`config.mk`:
```
export PLATFORM = sky130hd
export DESIGN_NAME = mld_early_decoder
export DESIGN_NICKNAME = d
export VERILOG_FILES = /design/src/rtl/mld_pkg.sv /design/src/rtl/mld_checks.sv /design/src/rtl/mld_vote.sv /design/src/rtl/mld_ctrl.sv /design/src/rtl/mld_early_decoder.sv
export SDC_FILE = /design/constraint.sdc
export NUM_CORES = 1
export LEC_CHECK = 0
export BUFFER_PORTS_ARGS = -buffer_cell sky130_fd_sc_hd__buf_4
export CORE_UTILIZATION = 39
export CTS_CLUSTER_SIZE = 16
export DETAILED_ROUTE_END_ITERATION = 10
export MAX_ROUTING_LAYER = met4
export SLEW_MARGIN = 40
export SYNTH_ARGS = -nofsm -noshare
export SYNTH_HDL_FRONTEND = slang
export SYNTH_SLANG_ARGS = --single-unit
export TNS_END_PERCENT = 5
```
`constraint.sdc`:
```
create_clock -name clk -period 2.7 [get_ports clk]
set_clock_uncertainty 0.1 [all_clocks]
set_input_delay 0.405 -clock clk [delete_from_list [all_inputs] [get_ports clk]]
set_output_delay 0.405 -clock clk [all_outputs]
set_load 0.1 [all_outputs]
```
`src/rtl/mld_pkg.sv`:
```
package mld_pkg;
  // Code length and check structure of the (15,7) geometry code
  parameter int CODE_N      = 15;
  parameter int NUM_CHECKS  = 4;
  parameter int TAPS_PER_CK = 3;
  parameter int EARLY_ITERS = 3;

  // Positions joined with the top bit in each parity sum; every
  // position other than the top one appears in at most one row.
  parameter int CHECK_TAPS [NUM_CHECKS][TAPS_PER_CK] = '{
    '{0, 2, 6},
    '{13, 1, 5},
    '{11, 12, 3},
    '{7, 8, 10}
  };

  typedef enum logic {ST_IDLE, ST_RUN} dec_state_t;
endpackage

```
`src/rtl/mld_checks.sv`:
```
module mld_checks
  import mld_pkg::*;
#(
  parameter int N  = CODE_N,
  parameter int NC = NUM_CHECKS,
  parameter int TW = TAPS_PER_CK
) (
  input  logic [N-1:0]  word,
  output logic [NC-1:0] sums
);
  for (genvar c = 0; c < NC; c++) begin : g_chk
    always_comb begin
      logic acc;
      acc = word[N-1];
      for (int t = 0; t < TW; t++) begin
        acc = acc ^ word[CHECK_TAPS[c][t]];
      end
      sums[c] = acc;
    end
  end
endmodule

```
`src/rtl/mld_vote.sv`:
```
module mld_vote #(
  parameter int NC  = 4,
  parameter int THR = NC / 2 + 1
) (
  input  logic [NC-1:0] sums,
  output logic          flip,
  output logic          any_set
);
  localparam int CW = $clog2(NC + 1);

  logic [CW-1:0] ones;

  always_comb begin
    ones = '0;
    for (int i = 0; i < NC; i++) begin
      ones = ones + CW'(sums[i]);
    end
  end

  assign flip    = (ones >= CW'(THR));
  assign any_set = |sums;
endmodule

```
`src/rtl/mld_ctrl.sv`:
```
module mld_ctrl
  import mld_pkg::*;
#(
  parameter int N     = CODE_N,
  parameter int EARLY = EARLY_ITERS
) (
  input  logic clk,
  input  logic rst,
  input  logic start,
  input  logic any_set,
  output logic load,
  output logic step,
  output logic fin_clean,
  output logic fin_full,
  output logic busy_o,
  output logic done_o,
  output logic err_o
);
  localparam int CNT_W = $clog2(N + 1);

  dec_state_t       state;
  logic [CNT_W-1:0] iter;
  logic             dirty;
  logic             dirty_now;

  assign load      = (state == ST_IDLE) && start;
  assign step      = (state == ST_RUN);
  assign dirty_now = dirty | any_set;
  assign fin_clean = step && (iter == CNT_W'(EARLY - 1)) && !dirty_now;
  assign fin_full  = step && (iter == CNT_W'(N - 1));
  assign busy_o    = (state == ST_RUN);

  always_ff @(posedge clk) begin
    if (rst) begin
      state  <= ST_IDLE;
      iter   <= '0;
      dirty  <= 1'b0;
      done_o <= 1'b0;
      err_o  <= 1'b0;
    end else begin
      done_o <= 1'b0;
      if (load) begin
        state <= ST_RUN;
        iter  <= '0;
        dirty <= 1'b0;
      end else if (step) begin
        iter <= iter + 1'b1;
        if (iter < CNT_W'(EARLY)) begin
          dirty <= dirty_now;
        end
        if (fin_clean || fin_full) begin
          state  <= ST_IDLE;
          done_o <= 1'b1;
          err_o  <= dirty_now;
        end
      end
    end
  end


  clean_latency_chk: assert property (@(posedge clk) disable iff (rst)
    (done_o && !err_o) |-> (iter == CNT_W'(EARLY)));


  full_latency_chk: assert property (@(posedge clk) disable iff (rst)
    (done_o && err_o) |-> (iter == CNT_W'(N)));


  busy_hold_chk: assert property (@(posedge clk) disable iff (rst)
    (busy_o && start && !fin_clean && !fin_full) |=> (busy_o && !done_o));
endmodule

```
`src/rtl/mld_early_decoder.sv`:
```
module mld_early_decoder
  import mld_pkg::*;
#(
  parameter int N     = CODE_N,
  parameter int NC    = NUM_CHECKS,
  parameter int EARLY = EARLY_ITERS
) (
  input  logic         clk,
  input  logic         rst,
  input  logic         start,
  input  logic [N-1:0] din,
  output logic         busy,
  output logic         done,
  output logic [N-1:0] dout,
  output logic         err
);
  logic [N-1:0]  shreg;
  logic [N-1:0]  shreg_next;
  logic [N-1:0]  unrotated;
  logic [NC-1:0] sums;
  logic          flip;
  logic          any_set;
  logic          load;
  logic          step;
  logic          fin_clean;
  logic          fin_full;

  mld_checks #(.N(N), .NC(NC), .TW(TAPS_PER_CK)) u_checks (
    .word (shreg),
    .sums (sums)
  );

  mld_vote #(.NC(NC), .THR(NC / 2 + 1)) u_vote (
    .sums    (sums),
    .flip    (flip),
    .any_set (any_set)
  );

  mld_ctrl #(.N(N), .EARLY(EARLY)) u_ctrl (
    .clk       (clk),
    .rst       (rst),
    .start     (start),
    .any_set   (any_set),
    .load      (load),
    .step      (step),
    .fin_clean (fin_clean),
    .fin_full  (fin_full),
    .busy_o    (busy),
    .done_o    (done),
    .err_o     (err)
  );

  // Correct the top bit, then rotate: bit i moves to i+1, top wraps to 0
  assign shreg_next = {shreg[N-2:0], shreg[N-1] ^ flip};

  // A clean exit happens before the last of the early rotations is stored,
  // so the captured order sits EARLY-1 places behind the register.
  for (genvar i = 0; i < N; i++) begin : g_unrot
    assign unrotated[i] = shreg[(i + EARLY - 1) % N];
  end

  always_ff @(posedge clk) begin
    if (rst) begin
      shreg <= '0;
      dout  <= '0;
    end else begin
      if (load) begin
        shreg <= din;
      end else if (step) begin
        shreg <= shreg_next;
      end
      if (fin_clean) begin
        dout <= unrotated;
      end else if (fin_full) begin
        dout <= shreg_next;
      end
    end
  end


  done_pulse_chk: assert property (@(posedge clk) disable iff (rst)
    done |=> !done);


  busy_drop_chk: assert property (@(posedge clk) disable iff (rst)
    $rose(done) |-> $fell(busy));


  start_busy_chk: assert property (@(posedge clk) disable iff (rst)
    (start && !busy) |=> busy);


  dout_hold_chk: assert property (@(posedge clk) disable iff (rst)
    !done |-> ($stable(dout) && $stable(err)));


  early_flip_chk: assert property (@(posedge clk) disable iff (rst)
    (step && flip) |-> any_set);
endmodule

```
* After elaboration in Yosys (flattened, before gate mapping)
Index checks and enable logic that the tools add are counted.
** Word-level totals
- Output and inout bits :: 18
- Word-level logic and storage cells :: 52
- Bits in writable memories :: 0
- Memories kept :: 0
- Register bits :: 38
- ROM bits :: 0
- Latch bits :: 0
** Cells by class
- Order comparisons :: 2
- Multiplexer cells :: 8
- Div/mod/pow operators :: 0
- Equal/unequal tests :: 2
- Shift-type cells :: 0
- $mul :: 0
- Reductions and logical operators :: 13
- $add $sub $neg :: 4
- Bitwise logic cells :: 16
** Operator list (count)
- $mux W15 :: 4
- $xor A1 B1 Y1 :: 13
- $add A3 B1 Y3 :: 2
- $add A4 B1 Y4 const B :: 1
- $eq A4 B2 Y1 const B :: 1
- $eq A4 B4 Y1 const B :: 1
- $logic_and A1 B1 Y1 :: 4
- $lt A4 B2 Y1 const B :: 1
- $mux W1 :: 4
- $reduce_bool A2 Y1 :: 2
- $reduce_or A4 Y1 :: 1
- $ge A3 B2 Y1 const B :: 1
- $reduce_and A3 Y1 :: 1
- $reduce_or A3 Y1 :: 1
- $add A1 B1 Y2 :: 1
- $not A1 Y1 :: 2
- $reduce_and A2 Y1 :: 1
- $reduce_or A2 Y1 :: 1
- $logic_not A1 Y1 :: 1
- $logic_or A1 B1 Y1 :: 1
- $or A1 B1 Y1 :: 1

* Depth between registers and ports, before layout
- Word-level depth :: 11
- Gate-level depth with buffers :: 13
- Mapped depth without buffers :: 12

* Cells and area by module
From an unflattened synthesis, not the netlist that was laid out.
** Second synthesis, totals
- Cell total of the unflattened synthesis :: 212
- Area, all modules :: 2077.0 µm²
** By module, submodules not included
- mld_early_decoder :: instances 1, cells an instance 137, area an instance 1441.4 µm², seq. area each 600.6 µm²
- mld_ctrl :: instances 1, cells an instance 47, area an instance 402.9 µm², seq. area each 160.2 µm²
- mld_checks :: instances 1, cells an instance 17, area an instance 140.1 µm², seq. area each 0.0 µm²
- mld_vote :: instances 1, cells an instance 11, area an instance 92.6 µm², seq. area each 0.0 µm²

* Worst setup path after synthesis
OpenSTA, ideal clock, no wires.
- Kind :: flip-flop to flip-flop
- Start point :: reg shreg[14]
- End point :: reg dout[0]
- Period minus slack after synthesis :: 2.545 ns
- Buffers on the path :: 1
- Arrival :: 2.364 ns
- Stages on the path, launching flop included :: 14
- Slack :: 0.155 ns
- Required time :: 2.519 ns
- Path through :: dfxtp_1 -> buf_6 -> xnor2_1 -> xnor2_1 -> inv_1 -> ha_1 -> inv_1 -> fa_1 -> inv_1 -> ha_1 -> a21oi_1 -> xnor2_1 -> mux2i_1 -> a211oi_2
** Between the ends
- Word-level cells in the longest chain between the ends :: 10
** Ends and longest elaborated chain
- start, declared :: line mld_early_decoder.sv:17 : logic [N-1:0] shreg;
- start signal, assigned :: line mld_early_decoder.sv:68 : shreg <= din;
- start signal, assigned :: line mld_early_decoder.sv:70 : shreg <= shreg_next;
- $xor A1 B1 Y1 (3 in series) :: line mld_checks.sv:16 : acc = acc ^ word[CHECK_TAPS[c][t]];
- $add A1 B1 Y2 :: line mld_vote.sv:16 : ones = ones + CW'(sums[i]);
- $add A3 B1 Y3 (2 in series) :: line mld_vote.sv:16
- $ge A3 B2 Y1 :: line mld_vote.sv:20 : assign flip = (ones >= CW'(THR));
- $xor A1 B1 Y1 :: line mld_early_decoder.sv:54 : assign shreg_next = {shreg[N-2:0], shreg[N-1] ^ flip};
- $mux W15 :: line mld_early_decoder.sv:74 : end else if (fin_full) begin
- $mux W15 :: line mld_early_decoder.sv:72 : if (fin_clean) begin
- end signal, assigned :: line mld_early_decoder.sv:73 : dout <= unrotated;
- end signal, assigned :: line mld_early_decoder.sv:75 : dout <= shreg_next;
- end, declared :: line mld_early_decoder.sv:14 : output logic [N-1:0] dout,
Several ways; a longest one is shown, not always the timed one. The select of a mux whose other input is x is not followed.
A chain may end at the register's enable or synchronous reset.

* Worst setup path after layout
Same ends and word-level chain as after synthesis.

==> impl_metrics.py <==
metrics = {
    "sta": {
        "slew_viol_final": 0,
        "timing.hold.ws_ns": 0.370,
        "period_minus_slack_ns": 2.57,
        "min_period_over_period_pct": 95.2,
        "worstMarginPinSlew_ns": 0.498,
        "setup_violations": 0,
        "fmax_mhz": 389,
        "setup_ws_ns": 0.129,
        "slew_headroom_pct": 66.8,
        "finalHoldViolCount": 0,
    },
    "cts": {
        "clock_latency_ns": 0.29,
        "root_buffer": "clkbuf_8",
        "h-tree-depth": 2,
        "clkTransAtPathRegs_ns": 0.08,
        "cts_tree": "done",
        "numCtsBuffers": 5,
        "cts_sinks": 38,
        "clk_path_buf_depth": 2,
    },
    "drt": {
        "routed_wl_mm": 4.52,
        "wl_per_cell_um": 14.3,
        "met3_length_um": 155,
        "num_vias": 1591,
        "via_per_inst": 5.03,
        "met1_length_mm": 2.19,
        "drtPass1Iterations": 4,
        "met2_length_mm": 2.13,
        "drc_errors": 0,
        "ant_nets": 0,
        "drtIter0Drc": 80,
        "dr.max_layer_used": "met4",
    },
    "yosys": {
        "yosys_warnings": 0,
        "seq_area_frac_synth_pct": 37.4,
        "ys_ff_latch": 38,
        "yosys-top-cells-area": "dfxtp_1 37%, mux2i_1 15%, a211oi_2 9.2%, nor2_1 8.7%, a21oi_1 4.9%",
        "synthDistinctLibCells": 30,
        "netlist.area_leader.share_pct": 37.4,
        "async_flop_share_pct": 0,
        "syn_area_per_cell_um2": 9.46,
        "syn_inst": 215,
        "synth_ff_type": "dfxtp_1",
        "synth_nets": 239,
        "syn_area_mm2": 0.00203,
        "post-synth-top-area-cell": "dfxtp_1",
        "synth-edff-count": 0,
    },
    "finish": {
        "final_common_cell": "nor2_1",
        "fill_cells": 486,
        "final_cell_mix": "47 x nor2_1, 41 x buf_4, 32 x dfxtp_1",
        "nets": 272,
        "finalNonFillerCells": 316,
        "num_antenna_cells": 0,
        "final-seq-area_um2": 768,
        "syn2layout_area_growth_pct": 21.8,
        "multi_input_area_mm2": 0.00117,
        "layout-drive-gt1-share_pct": 32.1,
    },
    "grt": {
        "grt_max_degree": 40,
        "grt.total_usage_pct": 18.4,
        "grt_pass1_wl_mm": 7.20,
        "grt_pass1_vias": 1447,
        "antenna_found_initial": 0,
        "grt-ovfl-total": 0,
    },
    "worst_setup_path": {
        "cp_slowest_cell": "fa_1",
        "critPathRequiredTime_ns": 2.82,
        "crit_path_cell_trace": "xnor2_2 > xnor2_1 > inv_1 > ha_1 > inv_1 > fa_1 > inv_1 > ha_1 > a21oi_2 > xnor2_2 > mux2i_1 > a211oi_2",
        "cp_slowest_stage_delay_ns": 0.38,
        "startpoint_type": "flip-flop",
        "arrival_ns": 2.69,
        "crit_path_max_fanout": 4,
        "worstSetupPathType": "flip-flop to flip-flop",
        "crit_path_frequent_cell": "inv_1",
        "end_kind": "flip-flop",
    },
    "place": {
        "pre_cts_slack_ns": 0.0768,
        "dp.cells": 307,
        "gp_congestion": 0.783,
        "place.detailed.hpwl_mm": 2.93,
        "io_buffers": 35,
    },
    "floorplan": {
        "design.die.area_mm2": 0.00551,
        "start_util_pct": 41.7,
        "rows": 25,
        "core_mm2": 0.00488,
        "die_y_um": 74.2,
        "ioPinCount": 36,
        "die_w_um": 74.2,
    },
    "status": {
        "status": "complete, no violations",
    },
    "flow_run": {
        "maxCapViolations": 0,
    },
    "pwr": {
        "max-vdd-ir-drop_mv": 0.268,
        "p_leak_nw": 1.18,
        "power-per-cell-area_mw_per_mm2": 547,
    },
    "hold_path": {
        "min_path_type": "input pin to flip-flop",
    },
}
## state kept, by name (all words and copies together), names as in the netlist
register,cells
u_ctrl.dirty,1
u_ctrl.err_o,1
shreg,15
u_ctrl.busy_o,1
dout,15
u_ctrl.iter,4
u_ctrl.done_o,1
## worst paths after layout
| path | from | end | slack [ns] | depth (start not counted) |
|---|---|---|---|---|
| max | shreg[14]$_SDFFE_PP0P_ | dout[0]$_SDFFE_PP0N_ | 0.13 | 12 |
| min reg2reg | u_ctrl.dirty$_SDFFE_PP0P_ | u_ctrl.dirty$_SDFFE_PP0P_ | 0.46 | 2 |
| min | din[10] | shreg[10]$_SDFFE_PP0P_ | 0.37 | 5 |
| max reg2reg | shreg[14]$_SDFFE_PP0P_ | dout[0]$_SDFFE_PP0N_ | 0.13 | 12 |
## critical path, delay by kind of cell (launching register included)
family | cells | cell delay, ns
buf+inv | 3 | 0.18
flops | 1 | 0.36
mux | 1 | 0.10
fa+ha+maj | 3 | 0.88
compound gates | 2 | 0.38
xor+xnor | 3 | 0.51
## power breakdown
| group | internal [mW] | leakage (nW) | switching, mW |
|---|---|---|---|
| Clock | 0.206 | 0.0482 | 0.213 |
| Combinational | 0.146 | 0.821 | 0.177 |
| Sequential | 0.583 | 0.312 | 0.0290 |
| Total | 0.936 | 1.18 | 0.418 |
## area by class of cell
| class | instances | area share, % |
|---|---|---|
| Multi-Input combinational cell | 153 | 47.4 |
| Sequential cell | 38 | 31.0 |
| Timing Repair Buffer | 42 | 13.2 |
| Clock buffer | 7 | 3.49 |
| Tap cell | 67 | 3.39 |
| Inverter | 8 | 1.21 |
| Clock inverter | 1 | 0.202 |
## per-stage QoR
step	area, um^2	TNS [ns]	power [mW]	utilization, %
floorplan	2030	0	0.834	-
global placement	2340	0	0.900	48.0
detailed placement	2340	0	0.906	48.0
CTS	2430	0	1.32	49.9
global route	2480	-0.0306	1.42	50.7
finish	2480	0	1.35	50.7
## metal layers
layer,track usage (%),up-vias
met1,24.4,755
met2,27.4,33
li1,-,798
met5,-,-
met4,6.41,0
met3,4.07,5
## repair_timing
item                       CTS  global route
setup endpoints to repair    0             2
hold buffers                 0             0
gates resized for setup      0            10
buffers inserted             0             1
## cells in the mapped netlist, types with 2 or more instances
| master | count |
|---|---|
| nor2_1 | 47 |
| xor2_1 | 4 |
| mux2i_1 | 30 |
| xnor2_2 | 3 |
| a21oi_1 | 20 |
| xnor2_1 | 7 |
| dfxtp_1 | 38 |
| nand2_1 | 2 |
| buf_6 | 4 |
| inv_1 | 8 |
| o21ai_0 | 3 |
| nor3_1 | 2 |
| ha_1 | 5 |
| nor3b_1 | 3 |
| a211oi_2 | 15 |
| buf_2 | 3 |
| clkbuf_1 | 4 |
| buf_1 | 5 |
## cells by family (layout without fill, tap and decap cells)
kind of cell | after synthesis | in the layout | share of synthesized area, %
AND/OR/NAND/NOR | 61 | 61 | 13.7
AO/OA/AOI/OAI | 42 | 42 | 16.9
flip-flops | 38 | 38 | 37.4
multiplexers | 30 | 30 | 14.8
buffers and inverters | 24 | 58 | 6.09
XOR/XNOR | 14 | 14 | 7.14
adder cells (fa/ha/maj) | 6 | 6 | 4.06
(Power assumes the default switching activity.)
